**src/rtl/gpio_irq_pkg.sv**
```systemverilog
package gpio_irq_pkg;
  localparam int ADDR_W = 3;

  typedef enum logic [ADDR_W-1:0] {
    IDX_DIR  = 3'd0,
    IDX_OUT  = 3'd1,
    IDX_IN   = 3'd2,
    IDX_IEN  = 3'd3,
    IDX_KIND = 3'd4,
    IDX_POL  = 3'd5,
    IDX_MASK = 3'd6,
    IDX_PEND = 3'd7
  } reg_idx_e;

  typedef struct packed {
    logic kind; // 0 edge, 1 level
    logic pol;  // 1 rising/high, 0 falling/low
  } trig_cfg_t;
endpackage

```
**src/rtl/gpio_sync.sv**
```systemverilog
module gpio_sync #(
  parameter int W      = 32,
  parameter int STAGES = 2
) (
  input  logic         clk_i,
  input  logic         rst_ni,
  input  logic [W-1:0] d_i,
  output logic [W-1:0] q_o
);
  logic [W-1:0] stg_q [STAGES];

  for (genvar s = 0; s < STAGES; s++) begin : g_stage
    if (s == 0) begin : g_first
      always_ff @(posedge clk_i or negedge rst_ni) begin
        if (!rst_ni) stg_q[s] <= '0;
        else         stg_q[s] <= d_i;
      end
    end else begin : g_next
      always_ff @(posedge clk_i or negedge rst_ni) begin
        if (!rst_ni) stg_q[s] <= '0;
        else         stg_q[s] <= stg_q[s-1];
      end
    end
  end

  assign q_o = stg_q[STAGES-1];
endmodule

```
**src/rtl/gpio_regs.sv**
```systemverilog
module gpio_regs
  import gpio_irq_pkg::*;
#(
  parameter int W = 32
) (
  input  logic              clk_i,
  input  logic              rst_ni,
  input  logic              req_i,
  input  logic              we_i,
  input  logic [ADDR_W-1:0] addr_i,
  input  logic [W-1:0]      wdata_i,
  output logic [W-1:0]      rdata_o,
  input  logic [W-1:0]      sync_in_i,
  input  logic [W-1:0]      pend_i,
  output logic [W-1:0]      dir_o,
  output logic [W-1:0]      out_o,
  output logic [W-1:0]      ien_o,
  output logic [W-1:0]      kind_o,
  output logic [W-1:0]      pol_o,
  output logic [W-1:0]      mask_o,
  output logic [W-1:0]      clr_o
);
  logic wr;
  logic [W-1:0] dir_q, out_q, ien_q, kind_q, pol_q, mask_q;

  assign wr = req_i && we_i;

  always_ff @(posedge clk_i or negedge rst_ni) begin
    if (!rst_ni) begin
      dir_q  <= '0;
      out_q  <= '0;
      ien_q  <= '0;
      kind_q <= '0;
      pol_q  <= '0;
      mask_q <= '0;
    end else if (wr) begin
      unique case (reg_idx_e'(addr_i))
        IDX_DIR:  dir_q  <= wdata_i;
        IDX_OUT:  out_q  <= wdata_i;
        IDX_IEN:  ien_q  <= wdata_i;
        IDX_KIND: kind_q <= wdata_i;
        IDX_POL:  pol_q  <= wdata_i;
        IDX_MASK: mask_q <= wdata_i;
        default: ;
      endcase
    end
  end

  assign clr_o = (wr && reg_idx_e'(addr_i) == IDX_PEND) ? wdata_i : '0;

  always_comb begin
    unique case (reg_idx_e'(addr_i))
      IDX_DIR:  rdata_o = dir_q;
      IDX_OUT:  rdata_o = out_q;
      IDX_IN:   rdata_o = sync_in_i;
      IDX_IEN:  rdata_o = ien_q;
      IDX_KIND: rdata_o = kind_q;
      IDX_POL:  rdata_o = pol_q;
      IDX_MASK: rdata_o = mask_q;
      default:  rdata_o = pend_i;
    endcase
  end

  assign dir_o  = dir_q;
  assign out_o  = out_q;
  assign ien_o  = ien_q;
  assign kind_o = kind_q;
  assign pol_o  = pol_q;
  assign mask_o = mask_q;

  a_r2_hold_without_write: assert property (@(posedge clk_i) disable iff (!rst_ni)
    !wr |=> ($stable(dir_q) && $stable(out_q) && $stable(ien_q) &&
             $stable(kind_q) && $stable(pol_q) && $stable(mask_q)));
endmodule

```
**src/rtl/gpio_irq_unit.sv**
```systemverilog
module gpio_irq_unit
  import gpio_irq_pkg::*;
#(
  parameter int W = 32
) (
  input  logic         clk_i,
  input  logic         rst_ni,
  input  logic [W-1:0] cur_i,
  input  logic [W-1:0] dir_i,
  input  logic [W-1:0] ien_i,
  input  logic [W-1:0] kind_i,
  input  logic [W-1:0] pol_i,
  input  logic [W-1:0] mask_i,
  input  logic [W-1:0] clr_i,
  output logic [W-1:0] pend_o,
  output logic         irq_o
);
  logic [W-1:0] prev_q, pend_q, set_vec;

  always_ff @(posedge clk_i or negedge rst_ni) begin
    if (!rst_ni) prev_q <= '0;
    else         prev_q <= cur_i;
  end

  for (genvar p = 0; p < W; p++) begin : g_pin
    trig_cfg_t cfg;
    logic      hit;
    assign cfg = '{kind: kind_i[p], pol: pol_i[p]};
    always_comb begin
      if (cfg.kind) hit = (cur_i[p] == cfg.pol);
      else if (cfg.pol) hit = cur_i[p] & ~prev_q[p];
      else hit = ~cur_i[p] & prev_q[p];
    end
    assign set_vec[p] = hit & ~dir_i[p] & ien_i[p];
  end

  // event has priority over a same-cycle clear
  always_ff @(posedge clk_i or negedge rst_ni) begin
    if (!rst_ni) pend_q <= '0;
    else         pend_q <= set_vec | (pend_q & ~clr_i);
  end

  assign pend_o = pend_q;
  assign irq_o  = |(pend_q & mask_i);

  a_r5_event_lands: assert property (@(posedge clk_i) disable iff (!rst_ni)
    1'b1 |=> ((pend_q & $past(set_vec)) == $past(set_vec)));

  a_r8_drop_needs_clear: assert property (@(posedge clk_i) disable iff (!rst_ni)
    1'b1 |=> (($past(pend_q) & ~pend_q & ~$past(clr_i)) == '0));

  a_r9_inactive_never_sets: assert property (@(posedge clk_i) disable iff (!rst_ni)
    1'b1 |=> ((pend_q & ~$past(pend_q) & ($past(dir_i) | ~$past(ien_i))) == '0));
endmodule

```
**src/rtl/gpio_irq_port.sv**
```systemverilog
module gpio_irq_port
  import gpio_irq_pkg::*;
#(
  parameter int NPINS = 32,
  parameter int SYNC_STAGES = 2
) (
  input  logic              clk_i,
  input  logic              rst_ni,
  input  logic              req_i,
  input  logic              we_i,
  input  logic [ADDR_W-1:0] addr_i,
  input  logic [NPINS-1:0]  wdata_i,
  output logic [NPINS-1:0]  rdata_o,
  input  logic [NPINS-1:0]  gpio_i,
  output logic [NPINS-1:0]  gpio_o,
  output logic [NPINS-1:0]  gpio_oe_o,
  output logic              irq_o
);
  logic [NPINS-1:0] sync_in, pend, dir, outv, ien, kind, pol, mask, clr;

  gpio_sync #(.W(NPINS), .STAGES(SYNC_STAGES)) u_sync (
    .clk_i (clk_i),
    .rst_ni(rst_ni),
    .d_i   (gpio_i),
    .q_o   (sync_in)
  );

  gpio_regs #(.W(NPINS)) u_regs (
    .clk_i    (clk_i),
    .rst_ni   (rst_ni),
    .req_i    (req_i),
    .we_i     (we_i),
    .addr_i   (addr_i),
    .wdata_i  (wdata_i),
    .rdata_o  (rdata_o),
    .sync_in_i(sync_in),
    .pend_i   (pend),
    .dir_o    (dir),
    .out_o    (outv),
    .ien_o    (ien),
    .kind_o   (kind),
    .pol_o    (pol),
    .mask_o   (mask),
    .clr_o    (clr)
  );

  gpio_irq_unit #(.W(NPINS)) u_irq (
    .clk_i (clk_i),
    .rst_ni(rst_ni),
    .cur_i (sync_in),
    .dir_i (dir),
    .ien_i (ien),
    .kind_i(kind),
    .pol_i (pol),
    .mask_i(mask),
    .clr_i (clr),
    .pend_o(pend),
    .irq_o (irq_o)
  );

  assign gpio_o    = outv;
  assign gpio_oe_o = dir;

  a_r10_irq_needs_pending: assert property (@(posedge clk_i) disable iff (!rst_ni)
    irq_o |-> (pend != '0));
endmodule

```
**config.mk**
```make
export PLATFORM = sky130hd
export DESIGN_NAME = gpio_irq_port
export DESIGN_NICKNAME = d
export VERILOG_FILES = /design/src/rtl/gpio_irq_pkg.sv /design/src/rtl/gpio_sync.sv /design/src/rtl/gpio_regs.sv /design/src/rtl/gpio_irq_unit.sv /design/src/rtl/gpio_irq_port.sv
export SDC_FILE = /design/constraint.sdc
export NUM_CORES = 1
export LEC_CHECK = 0
export BUFFER_PORTS_ARGS = -buffer_cell sky130_fd_sc_hd__buf_2
export CORE_MARGIN = 2
export CORE_UTILIZATION = 50
export DETAILED_ROUTE_END_ITERATION = 6
export PLACE_DENSITY = 0.82
export SLEW_MARGIN = 20
export SYNTH_ARGS = -nofsm -noshare
export SYNTH_HDL_FRONTEND = slang
export SYNTH_HIERARCHICAL = 1
export SYNTH_SLANG_ARGS = --single-unit
```
**constraint.sdc**
```tcl
create_clock -name clk_i -period 1.4 [get_ports clk_i]
set_input_delay 0.14 -clock clk_i [delete_from_list [all_inputs] [get_ports clk_i]]
set_output_delay 0.14 -clock clk_i [all_outputs]
set_load 0.02 [all_outputs]
```
# ---- Word level (Yosys, flattened, before mapping)
# Cells that the tools add are included.
dict set report totals {
  ff_bits 320
  input_bits 71
  out_inout_bits 97
  elab_cells 353
}
dict set report classes {
  eq_ne 39
  n_mux 66
  bitwise 228
  reduce_logical 10
}
# op count
set ops {}
lappend ops {{case mux 32 bit (7 select lines)} 1}
lappend ops {{AND 1 bit} 128}
lappend ops {{NOT 1 bit} 96}
lappend ops {{AND 32 bit} 2}
lappend ops {{2-to-1 mux 1 bit} 64}
lappend ops {{equality test 1 bit} 32}
lappend ops {{2-to-1 mux 32 bit} 1}
lappend ops {{NOT 32 bit} 1}
lappend ops {{bitwise OR 32 bit} 1}
lappend ops {{OR reduction 32 bit} 1}
lappend ops {{equality test 3 bit (second input constant)} 4}
lappend ops {{AND reduction 2 bit} 6}
lappend ops {{equality test 3 x 2 -> 1 bit (second input constant)} 2}
lappend ops {{equality test 3 x 1 -> 1 bit (second input constant)} 1}
lappend ops {{zero test 3 bit} 1}
lappend ops {{logical AND 1 bit} 2}

# ---- Logic depth before layout (Yosys ltp)
# Gate-level depths: netlist (run 1).
dict set report logic_depth {
  depth_word 7
  depth_mapped 7
  mapped_depth_nobuf 5
}

# ---- Cells and area by module
# The synthesis (run 1) kept the hierarchy.
# module instances cells_each area_each_um2
set modules_own_cells {}
lappend modules_own_cells {gpio_regs 1 731 9262.6}
lappend modules_own_cells {gpio_irq_unit 1 309 3085.5}
lappend modules_own_cells {gpio_sync 1 96 1841.8}

# ---- Worst setup path after synthesis (run 1)
# OpenSTA, ideal clock, no wires.
dict set report synth_path {
  kind {register to output}
  start {register u_regs.dir_q[13] (netlist: u_regs/dir_o[13])}
  end {output rdata_o[13]}
  arrival_time_ns 1.307
  t_required_ns 1.260
  path_slack_ns -0.047
  stages_incl_launch_ff 5
  n_path_buf 0
  path_cell_list {dfrtp_1 -> mux2_2 -> a221oi_1 -> a21oi_1 -> o22a_1}
}
dict set report synth_between {
  elab_chain_len 1
}
# item line_no
set synth_rtl {}
lappend synth_rtl {{start, declared} gpio_regs.sv:24} ;# logic [W-1:0] dir_q, out_q, ien_q, kind_q, pol_q, mask_q;
lappend synth_rtl {{start signal, assigned} gpio_regs.sv:38} ;# IDX_DIR: dir_q <= wdata_i;
lappend synth_rtl {{case mux 32 bit (7 select lines)} gpio_regs.sv:52} ;# unique case (reg_idx_e'(addr_i))
lappend synth_rtl {{end, declared} gpio_irq_port.sv:13} ;# output logic [NPINS-1:0] rdata_o,
# No other way between the ends.

# ---- Worst setup path in the final report (run 1)
dict set report layout_path {
  start {register u_irq.pend_q[7] (netlist: u_irq/pend_o[7])}
  end {output irq_o}
}
dict set report layout_between {
  elab_chain_len 2
}
# item line_no
set layout_rtl {}
lappend layout_rtl {{start, declared} gpio_irq_unit.sv:18} ;# logic [W-1:0] prev_q, pend_q, set_vec;
lappend layout_rtl {{start signal, assigned} gpio_irq_unit.sv:40} ;# else pend_q <= set_vec | (pend_q & ~clr_i);
lappend layout_rtl {{AND 32 bit} gpio_irq_unit.sv:44} ;# assign irq_o = |(pend_q & mask_i);
lappend layout_rtl {{OR reduction 32 bit} gpio_irq_unit.sv:44}
lappend layout_rtl {{end, declared} gpio_irq_port.sv:17} ;# output logic irq_o
# No other way between the ends.

==> flow_results.org, run 1 <==
** Clocking
- After clock tree synthesis, the clock-pin slew on the worst setup and hold paths is approximately 0.060 ns.
- TritonCTS built the clock tree.
- CTS saw 320 sinks.
- For the worst-skew pair, the clock arrives at the later sink with an insertion delay of 0.53 ns.
- Counting the buffers created by CTS gives 35.
- Clock tree root buffer cell :: clkbuf_16
- # H-tree levels :: 2
- The clock passes through at most 3 buffers.

** Yosys
- The most common cell in the synthesized netlist is dfrtp_1.
- The biggest area contributor in the post-synthesis netlist is dfrtp_1.
- The synthesized design contains 0 enable-type register cells.
- Yosys warning total :: 6
- Cell area after synthesis :: approximately 14000 sq um
- Top cells by area, synth :: dfrtp_1 56%, mux2_2 14%, a221oi_1 3.3%
- For this run, asynchronously set or reset flops after synthesis account for 100%.
- Net count after synthesis :: about 1200
- Area share of and/or/nand/nor cells after synthesis :: ~6.4%
- After synthesis the netlist holds a flip-flop and latch count of 320.
- Multiplexer share of the synthesized area :: approximately 16%
- Summing the areas of all xor and xnor instances in the mapped netlist gives 0% of the synthesized area.
- For this run, the leading register cell type out of synthesis is dfrtp_1.
- Portion of synthesized cell area occupied by the leading cell type :: 56.4%
- Largest family of logic cells by synthesized area :: multiplexers
- A synthesized cell averages approximately 12 sq um.
- Number of instances in the synthesized netlist :: ~1100
- In the synthesized netlist, the cells that appear most often are 320 x dfrtp_1, 182 x mux2_2, 66 x nand2_1, 65 x inv_1, 56 x a21oi_1.
- Of the synthesized area, sequential elements account for a little under three fifths.
- The synthesized netlist contains 40 unique library cells.
- Summing the areas of all fa, ha and maj instances in the mapped netlist gives 0% of the synthesized area.
- The synthesized netlist devotes between 10% and 20% of its cell area to compound gates.

** GRT
- Entering global routing, the biggest net connects 76 pins.
- The number of global-route vias before repair came to around 12000.
- The first global-routing pass estimated 68200 microns of wire.
- Antenna violations before repair :: 0
- Total track usage :: between 30% and 40%
- For this run the aggregate overflow at the end of global routing stands at 0.

** Power
- Dividing total power by cell area gives a power density of 1590 nW/um^2.
- Leakage Power :: 8.70 nW
- Maximum vdd ir drop :: about 1100 uV

** Critical path
- Kind of cell adding the most delay to the critical path :: simple AND/OR/NAND/NOR gates
- Together, buffers and inverters on the worst path number 1.
- Series of cell instances along the critical path :: a22oi_2 > nand4_1 > or4_4 > buf_6
- CP Capture Type :: primary output
- The largest individual stage delay along the critical path comes from the cell or4_4.
- Type of element launching the critical path :: register
- The setup path with the least slack is of type register to primary output.
- Largest driver fanout on the critical path :: 2
- Peak per-stage delay on the critical path :: a little under 0.6 ns
- Data arrives at the worst endpoint at between 2 and 2.5 ns.
- Data on the critical path is required at its endpoint by between 1 and 1.5 ns.

** Detailed routing
- Routed via count :: roughly 12000
- Overall routed net length :: 45600 microns
- The first detailed-routing pass took 5 iterations.
- Total DRC errors in the routed layout :: 0
- Initial drt markers :: between 1000 and 1500
- Per-cell routed wire length :: approximately 23 microns
- Post-route ant nets :: 0
- After detailed routing, the number of vias per cell comes to 5.99.

** Place
- The wire-length estimate of the detail-placed layout is around 28000 microns.
- The number of placed instances, taps included, is 1763.
- Count of buffers inserted at the top-level ports :: between 150 and 200
- Final estimated routing congestion in global placement :: 0.886
- Once placement finished, the instance area stood at ~17000 sq um.

** Floorplan
- Die height :: roughly 170 microns
- Effective utilization at floorplan :: approximately 50%
- Placeable core region :: approximately 28000 sq um
- about 170 I/O pins were placed.
- Floorplan row count :: around 60
- The die is 172 microns wide.
- The floorplan step defined a die boundary enclosing 29700 sq um.

** Timing
- Setup-failing EPs final :: 33
- The max-slew violation total from the final report is 0.
- Timing-limited maximum frequency :: between 400 and 500 MHz
- On the final layout, the worst clock skew is around 0.018 ns.
- Headroom to the max-slew limit came out at 73.0%.
- Final worst slack :: -0.824 ns
- At the pin with the least slew margin, the transition time is between 0.4 and 0.5 ns.
- The final number of hold-violating endpoints came to 0.
- The worst path in the final design needs a cycle of around 2.2 ns, including I/O delays and setup.
- Period utilization :: 159%
- RSZ-0062 raised after global routing :: true
- Adding up every negative setup slack in the final design gives -13.67 ns.

** Worst hold path
- The path class of the tightest hold or removal check is input port to register.

** Status
- Violated checks :: negative setup slack
- The flow ran to the end, but the final reports show violations.

** Cells and area
- Final standard cell count with taps included and fillers excluded :: 1944
- Registers take 8010 sq um.
- After filler insertion, the fill cell instance count of the layout stands at 1697.
- Design Area, Final :: 19600 sq um
- The number of antenna diodes in the final layout is 0.
- At the end of the flow the core is filled with cells to between 70% and 80%.
- Synthesis-to-layout area growth :: 38.4%
- The post-route netlist has roughly half of its cells at a drive strength greater than 1.
- Area of the multi-input gates :: 5950 sq um
- For this run, the post-layout net count is between 1500 and 2000.

** Flow run
- Across the run, the number of max-cap violations was 0.
## final cells by class
cell class / instances / share of cell area, %
sequential: 320 / 40.8
timing repair buffer: 460 / 19.1
tap: 378 / 2.41
multi-input combinational: 659 / 30.3
clock buffer: 51 / 5.43
clock inverter: 11 / 0.771
inverter: 65 / 1.24
## through the flow
step	setup WS [ns]	power, mW	hold slack (ns)
floorplan	0.00187	16.3	-0.156
global placement	-0.391	19.7	0.00231
detailed placement	-0.363	20.0	-0.000408
CTS	-0.771	30.8	0.0104
global route	-0.864	32.4	0.0286
finish	-0.824	31.3	0.0135
## state kept, by name, indices dropped and copies added (netlist names)
| signal | cells |
|---|---|
| u_regs/dir_o | 32 |
| u_regs/out_o | 32 |
| u_regs/kind_o | 32 |
| u_irq/pend_o | 32 |
| u_sync/stg_q | 32 |
| u_regs/mask_o | 32 |
| u_regs/pol_o | 32 |
| u_irq/prev_q | 32 |
| u_sync/q_o | 32 |
| u_regs/ien_o | 32 |
## worst paths after layout
kind,from,slack [ns],endpoint,depth (start not counted)
worst max-delay path,u_irq/pend_o[7],-0.82,irq_o,4
worst min register to register,u_sync/stg_q[58],0.34,u_sync/q_o[26],0
max in group asynchronous,rst_ni,0.64,u_regs/out_o[13],3
worst max register to register,u_regs/pol_o[2],0.08,u_irq/pend_o[2],4
worst min-delay path,wdata_i[12],0.01,u_regs/ien_o[12],2
min in group asynchronous,rst_ni,0.05,u_sync/stg_q[56],2
## logic make-up (layout without fill, tap and decap cells)
| family | after synthesis | in the layout |
|---|---|---|
| AO/OA/AOI/OAI | 289 | 289 |
| flip-flops | 320 | 320 |
| AND/OR/NAND/NOR | 168 | 168 |
| multiplexers | 202 | 202 |
| buffers and inverters | 157 | 587 |
## routing by layer
layer / global-route usage [%] / routed length [microns] / up-vias
li1: - / - / 4952
met1: 39.0 / 18000 / 5875
met2: 50.3 / 22300 / 666
met3: 5.17 / 3440 / 158
met4: 13.8 / 1920 / 0
met5: 0 / 0 / -
## report_power, final
part / switching [mW] / internal [mW] / total (mW)
clock: 3.82 / 5.87 / 9.69
sequential: 1.87 / 11.1 / 13.0
combinational: 4.01 / 4.61 / 8.62
total: 9.69 / 21.6 / 31.3
## cell usage in the layout (no fill, tap or decap), types with 33 or more instances in the layout
cell type	count
buf_6	56
buf_4	186
dfrtp_1	317
nand2_1	64
inv_1	65
buf_2	133
a221oi_2	49
mux2_2	178
clkbuf_16	36
a22oi_2	33
a21oi_1	43
and2_1	34
dlygate4sd3_1	64
## what timing repair did
item                                   4_1_cts  5_1_grt
resized for setup                          154       41
pin swaps                                   74       38
buffers inserted                            46       19
hold buffers                                64        0
setup endpoints to repair                   33       33
endpoints found under the hold margin      538        0
Power figures use the tool's default switching activity.
==> run 2: changes to the inputs <==
--- a/config.mk
+++ b/config.mk
@@ -7,9 +7,9 @@
 export LEC_CHECK = 0
 export BUFFER_PORTS_ARGS = -buffer_cell sky130_fd_sc_hd__buf_2
 export CORE_MARGIN = 2
-export CORE_UTILIZATION = 50
+export CORE_UTILIZATION = 45
 export DETAILED_ROUTE_END_ITERATION = 6
-export PLACE_DENSITY = 0.82
+export PLACE_DENSITY = 0.71
 export SLEW_MARGIN = 20
 export SYNTH_ARGS = -nofsm -noshare
 export SYNTH_HDL_FRONTEND = slang
==> run 2 against run 1 <==
  * The flow still finishes with violations (negative setup slack)
  * Non-clock buffer count is 1 lower
  * Combinational power is 0.5% lower
  * Global-route usage is 4.0 points lower
  * Via count is 4.3% lower
  * Die area is 11% higher
  * Final cell count is 1.2% higher
  * First-iteration DRC count is 27% lower
  * Critical path depth stayed put
  * Highest routed layer unchanged
  * Worst hold slack better by 0.043 ns
  * Clock power is 2.8% higher
  * Cell area is 0.74% higher
==> flow_results.org, run 2 (same netlist as run 1, synthesis figures left out) <==
** GRT
- Via count of the first global-routing pass :: approximately 12000
- The first global-routing pass estimated around 68000 microns of wire.
- Global routing used roughly a quarter of the available tracks.
- Antenna violations before repair :: 1
- The total overflow left after global routing is 0.
- Entering global routing, the biggest net connects 60 pins.

** Detailed routing
- Via-per-instance ratio :: approximately 5.7
- Post-route ant nets :: 0
- Dividing the detail-routed wire length by the instance count gives around 22 microns.
- After the first detailed-routing iteration, the DRC count stood at ~830.
- Routed via count :: 11200
- After detailed routing, the number of remaining DRC violations is 0.
- The final layout contains routed wiring with a total length of 43000 microns.
- Detailed-routing iteration count for the pre-antenna-repair pass :: 5

** Power
- Cell area power density :: around 1600 nW/um^2
- The worst-case IR drop observed on VDD is roughly 1700 uV.
- For this design the static power due to leakage is 8.74 nW.

** Status
- The run finished, with violations left.
- The checks that failed: negative setup slack.

** Clocking
- Clock tree root buffer cell :: clkbuf_16
- No sink is reached through more buffers than the 3 on the longest clock path.
- CTS buffer count :: 36
- Clock latency reported for the late side of the worst-skew pair :: about 0.5 ns
- # H-tree levels :: 2
- CTS saw 320 sinks.
- TritonCTS built the clock tree.
- Clock-pin slew of the registers on the worst-case setup and hold paths :: 0.06 ns

** Cells and area
- Most common cell after layout, fill and taps aside :: dfrtp_1
- Synthesis-to-layout area growth :: 39.5%
- Final-stage net count :: 1612
- Utilization after layout :: between 60% and 70%
- Of the cells placed in the final design, the portion with a size suffix greater than 1 is between 40% and 50%.
- Commonest cells after routing, fill and taps aside :: 318 x dfrtp_1, 177 x mux2_2, 176 x buf_4

** Critical path
- STA classifies the critical path endpoint as a primary output.
- Cell with the biggest individual delay on the critical path :: or4_4
- Largest driver fanout on the critical path :: 2
- Series of cell instances along the critical path :: a22oi_2 > nand4_1 > or4_4 > buf_6
- The critical path is of the register to primary output type.
- Data on the critical path is required at its endpoint by 1.26 ns.
- STA classifies the critical path startpoint as a register.
- For this run, the slowest stage of the critical path takes 0.60 ns.
- Data arrives at the worst endpoint at ~2.1 ns.

** Place
- Detailed placement finished with a half-perimeter wire length of roughly 28000 microns.
- Input and output buffers added on the ports amount to roughly 170.
- Final estimated routing congestion in global placement :: 0.845

** Floorplan
- The core region is approximately 31000 sq um.
- The initial utilization of the core area, before any placement, comes to roughly 45%.
- Die height :: 182 microns
- For this design the top-level I/O count stands at around 170.
- DIE WIDTH :: 182 microns
- Die area :: 33000 sq um
- Floorplan row count :: 65

** Timing
- At the pin with the least slew margin, the transition time is approximately 0.38 ns.
- RSZ-0062 raised after global routing :: true
- Between clock sinks in the finished design, the worst skew comes to between 0.01 and 0.015 ns.
- Timing-limited maximum frequency :: 449 MHz
- After layout, the minimum clock period comes to around 2.2 ns.
- Setup violations remaining at the end of the flow were counted as 33.
- The final critical path takes up 159% of the cycle.
- Across all setup checks in the final design, the least slack found is -0.829 ns.
- Summed negative setup slack over all endpoints :: -13.08 ns
- The final number of hold-violating endpoints came to 0.
- The max-slew violation total from the final report was 0.
- Worst slew slack as a fraction of its limit :: 74.5%

** Worst hold path
- In this run the worst hold path is classified as input port to register.

** Flow run
- Max cap viols :: 0
[run 2: critical path, delay by kind of cell (launching register included)]
family          cells  cell delay, ns
compound gates      1            0.27
buf+inv             1            0.16
flops               1            0.43
simple gates        2            0.72
[run 2: final cells by class]
class	count	area, sq um
Multi-Input combinational cell	659	5940
Timing Repair Buffer	459	3840
Fill cell	2286	11500
Antenna cell	2	5.00
Clock buffer	49	1030
Clock inverter	12	210
Tap cell	402	503
Sequential cell	320	8010
Inverter	65	244
[run 2: metrics by stage]
| stage | hold WS, ns | power, mW | area [sq um] | std cells | worst slack [ns] |
|---|---|---|---|---|---|
| floorplan | -0.156 | 16.3 | 14200 | 1136 | 0.00187 |
| detailed placement | 0.0691 | 20.1 | 16700 | 1790 | -0.417 |
| CTS | 0.0174 | 31.2 | 19500 | 1952 | -0.830 |
| finish | 0.0570 | 31.4 | 19800 | 1968 | -0.829 |
| global route | 0.0304 | 32.8 | 19800 | 1967 | -0.868 |
| global placement | 0.0677 | 19.8 | 16700 | 1790 | -0.409 |
[run 2: power by group]
group          internal (mW)  switching [mW]
clock network           6.24            3.72
logic                   4.68            3.90
registers               11.1            1.73
total                   22.0            9.35
[run 2: layer usage]
layer	vias up	wire length, microns	GRT usage (%)	part of all wire (%)
met5	-	0	0	0
met4	0	987	7.45	2.3
met3	77	2690	4.19	6.3
met2	470	21200	44.1	49
met1	5645	18100	35.5	42
li1	4960	-	-	-
[run 2: path summary, 6_finish.rpt]
| kind | from | to | slack [ns] | cells after the start |
|---|---|---|---|---|
| max | u_regs/mask_o[7] | irq_o | -0.83 | 4 |
| min | wdata_i[28] | u_regs/out_o[28] | 0.06 | 2 |
| max reg2reg | u_sync/q_o[2] | u_irq/pend_o[2] | 0.17 | 5 |
| min in group asynchronous | rst_ni | u_regs/kind_o[30] | 0.13 | 2 |
| min reg2reg | u_sync/stg_q[59] | u_sync/q_o[27] | 0.35 | 0 |
| max in group asynchronous | rst_ni | u_sync/q_o[5] | 0.61 | 3 |
[run 2: what timing repair did]
action,4_1_cts,5_1_grt
cloned,0,0
hold buffers,64,0
endpoints found under the hold margin,537,0
gates resized for setup,162,29
buffers inserted,48,15
pin swaps,86,21
setup endpoints to repair,33,33
==> run 3: changes to the inputs <==
--- a/config.mk
+++ b/config.mk
@@ -10,6 +10,7 @@
 export CORE_UTILIZATION = 45
 export DETAILED_ROUTE_END_ITERATION = 6
 export PLACE_DENSITY = 0.71
+export REMOVE_ABC_BUFFERS = 1
 export SLEW_MARGIN = 20
 export SYNTH_ARGS = -nofsm -noshare
 export SYNTH_HDL_FRONTEND = slang
==> run 3 against run 2 <==
  * The flow still finishes with violations (negative setup slack)
  * Critical path type unchanged
  * Utilization decreased by 0.68 points
  * Final cell count decreased by 1.0%
  * Critical endpoint unchanged
  * Highest routed layer is now met5
  * Sequential cell count unchanged
  * Clock-buffer cell count decreased by 2
==> flow_results.org, run 3 (same netlist as run 1, synthesis figures left out) <==
** GRT
- The first global-routing pass estimated approximately 67000 microns of wire.
- Entering global routing, the biggest net connects 59 pins.
- The initial antenna violation count was 1.
- The number of global-route vias before repair came to 11700.
- Sum of overflow across all layers after global routing :: 0
- Global routing used 26.0% of the available tracks.

** Floorplan
- IO Count :: roughly 170
- Placeable core region :: around 31000 sq um
- Die area :: about 33000 sq um
- For this configuration, the core starts out at a cell density of 45.3%.
- Die height :: approximately 180 microns
- DIE WIDTH :: roughly 180 microns
- The floorplan has 65 rows.

** Timing
- The max-slew violation total from the final report is 0.
- Setup repair after global routing could not meet its margin everywhere.
- Clock tree skew after final layout :: roughly 0.019 ns
- Period utilization :: 158%
- Final worst slack :: -0.815 ns
- Worst slew slack as a fraction of its limit :: 67.6%
- The final number of hold-violating endpoints came to 0.
- Summed negative setup slack over all endpoints :: -12.56 ns
- Timing-limited maximum frequency :: around 450 MHz
- Setup violations remaining at the end of the flow were counted as 33.
- The worst path in the final design needs a cycle of around 2.2 ns, including I/O delays and setup.
- Least-Margin Pin Slew :: ~0.49 ns

** Clocking
- # H-tree levels :: 2
- In this run the deepest clock path goes through 3 buffers.
- The root buffer cell chosen for the clock tree is clkbuf_16.
- After clock tree synthesis, the clock-pin slew on the worst setup and hold paths is approximately 0.06 ns.
- CTS buffer count :: 36
- TritonCTS built the clock tree.
- Clock tree synthesis found a total of 320 sinks.
- Clock latency reported for the late side of the worst-skew pair :: 0.52 ns

** Power
- Registers are responsible for a little over two fifths of the overall power.
- Maximum vdd ir drop :: 1020 uV
- The analysis attributes to net switching a power of between 9 and 10 mW.
- Clk network pwr share :: 30.1%
- For this design the static power due to leakage is roughly 8.6 nW.
- In this run the power density over the cells is 1550 nW/um^2.
- Cell Int Power :: 21.3 mW
- Net switching is between 30% and 40% of the power.
- The share of total power dissipated in combinational logic is 28.1%.

** Cells and area
- In the final design database the tool counted 1599 nets.
- The layout has approximately 2300 filler cells.
- Compared with the post-synthesis result, the final layout area differs by 38.0%.
- Most common cell after layout, fill and taps aside :: dfrtp_1
- The number of antenna diodes in the final layout is 0.
- Area of the multi-input gates :: approximately 6000 sq um
- Area used by sequential logic in the layout :: 8010 sq um
- Proportion of layout cells with a drive suffix above 1 :: about 48%
- Commonest cells after routing, fill and taps aside :: 318 x dfrtp_1, 180 x mux2_2, 169 x buf_4

** Critical path
- Of all nets on the critical path, the largest fanout is 2.
- Data arrival time of the worst path :: roughly 2.1 ns
- Traced cell by cell, the critical path runs through a22oi_2 > nand4_1 > or4_4 > buf_6.
- Category of the critical setup timing path :: register to primary output
- STA classifies the critical path startpoint as a register.
- Broken down by cell family, the worst path's largest delay share belongs to simple AND/OR/NAND/NOR gates.
- Peak per-stage delay on the critical path :: between 0.5 and 0.6 ns
- STA classifies the critical path endpoint as a primary output.
- The slowest stage of the critical path belongs to the cell or4_4.
- Crit path buffers/inverters :: 1
- STA puts the critical path data required time at 1.26 ns.

** Detailed routing
- Total DRC errors in the routed layout :: 0
- Per-cell routed wire length :: about 22 microns
- Initial drt markers :: about 750
- Detailed-routing iteration count for the pre-antenna-repair pass :: 5
- Once detail routing completed, the nets flagged for antenna violations numbered 0.
- The detailed router placed 11100 vias in this run.
- Via-per-instance ratio :: around 5.7
- Summed over all layers, the routed wires come to around 42000 microns.

** Place
- Prior to clock tree synthesis, the placed netlist has a worst setup slack of -0.554 ns.
- Final estimated routing congestion in global placement :: 0.849
- Count of buffers inserted at the top-level ports :: between 150 and 200
- After legalization and detailed placement, the total HPWL measured 27600 microns.

** Worst hold path
- Worst hold-check path type :: input port to async pin

** Status
- Run status :: complete, but fails checks
- Violated checks :: negative setup slack

** Flow run
- Max-cap violations in this run came to 0.
==> run 3: repair_timing <==
item | CTS | global route
resized for setup | 177 | 36
gates cloned | 1 | 0
pin swaps | 91 | 21
endpoints found under the hold margin | 544 | 0
setup buffers | 61 | 9
hold buffers | 65 | 0
endpoints found under the setup margin | 33 | 36
==> run 3: area by class of cell <==
cell class                 count  share of cell area, %
tap                          402                   2.57
clock inverter                 9                  0.652
sequential                   320                   40.9
multi-input combinational    660                   30.8
clock buffer                  47                   5.07
inverter                      65                   1.25
timing repair buffer         445                   18.7
==> run 3: through the flow <==
| stage | total power, mW | instances | hold WS [ns] | util [%] | instance area [sq um] |
|---|---|---|---|---|---|
| finish | 30.4 | 1948 | 0.0719 | 62.5 | 19600 |
| global placement | 19.6 | 1765 | 0.00568 | 52.4 | 16400 |
| CTS | 30.2 | 1942 | 0.0680 | 62.0 | 19400 |
| global route | 31.7 | 1948 | 0.0747 | 62.5 | 19600 |
| detailed placement | 19.8 | 1765 | 0.00195 | 52.4 | 16400 |
| floorplan | 16.1 | 1044 | -0.156 | - | 13600 |
==> run 3: worst register-to-register path, delay by kind of cell (launching register included) <==
family / cells / cell delay (ns)
flip-flops: 1 / 0.39
buffers and inverters: 2 / 0.27
AO/OA/AOI/OAI: 2 / 0.36
AND/OR/NAND/NOR: 1 / 0.06
==> run 3: layer usage <==
layer	global-route usage (%)	vias to the layer above	share of wire, %
met1	33.8	5652	42
met5	0	-	0.042
met3	4.49	88	5.7
met2	44.2	407	49
li1	-	4933	-
met4	8.98	2	3.4
==> run 3: worst paths after layout <==
check                                 startpoint                to  slack [ns]  cells after the start
worst min-delay path                      rst_ni  u_sync/stg_q[40]        0.07                      2
worst max-delay path            u_regs/mask_o[1]             irq_o       -0.81                      4
worst min register to register  u_sync/stg_q[33]     u_sync/q_o[1]        0.35                      0
min in group clk_i                    gpio_i[31]  u_sync/stg_q[63]        0.26                      2
max in group asynchronous                 rst_ni  u_irq/prev_q[25]        0.68                      3
worst max register to register    u_sync/q_o[16]  u_irq/pend_o[16]        0.19                      5
==> run 3: power by group through the flow <==
stage / Clock, mW / Sequential, mW / Combinational (mW)
final: 9.14 / 12.7 / 8.52
after global routing: 9.67 / 13.0 / 9.09
after CTS: 9.27 / 12.7 / 8.30
after detailed placement: 0 / 12.7 / 7.09
after global placement: 0 / 12.6 / 6.96
after floorplan: 0 / 13.0 / 3.10
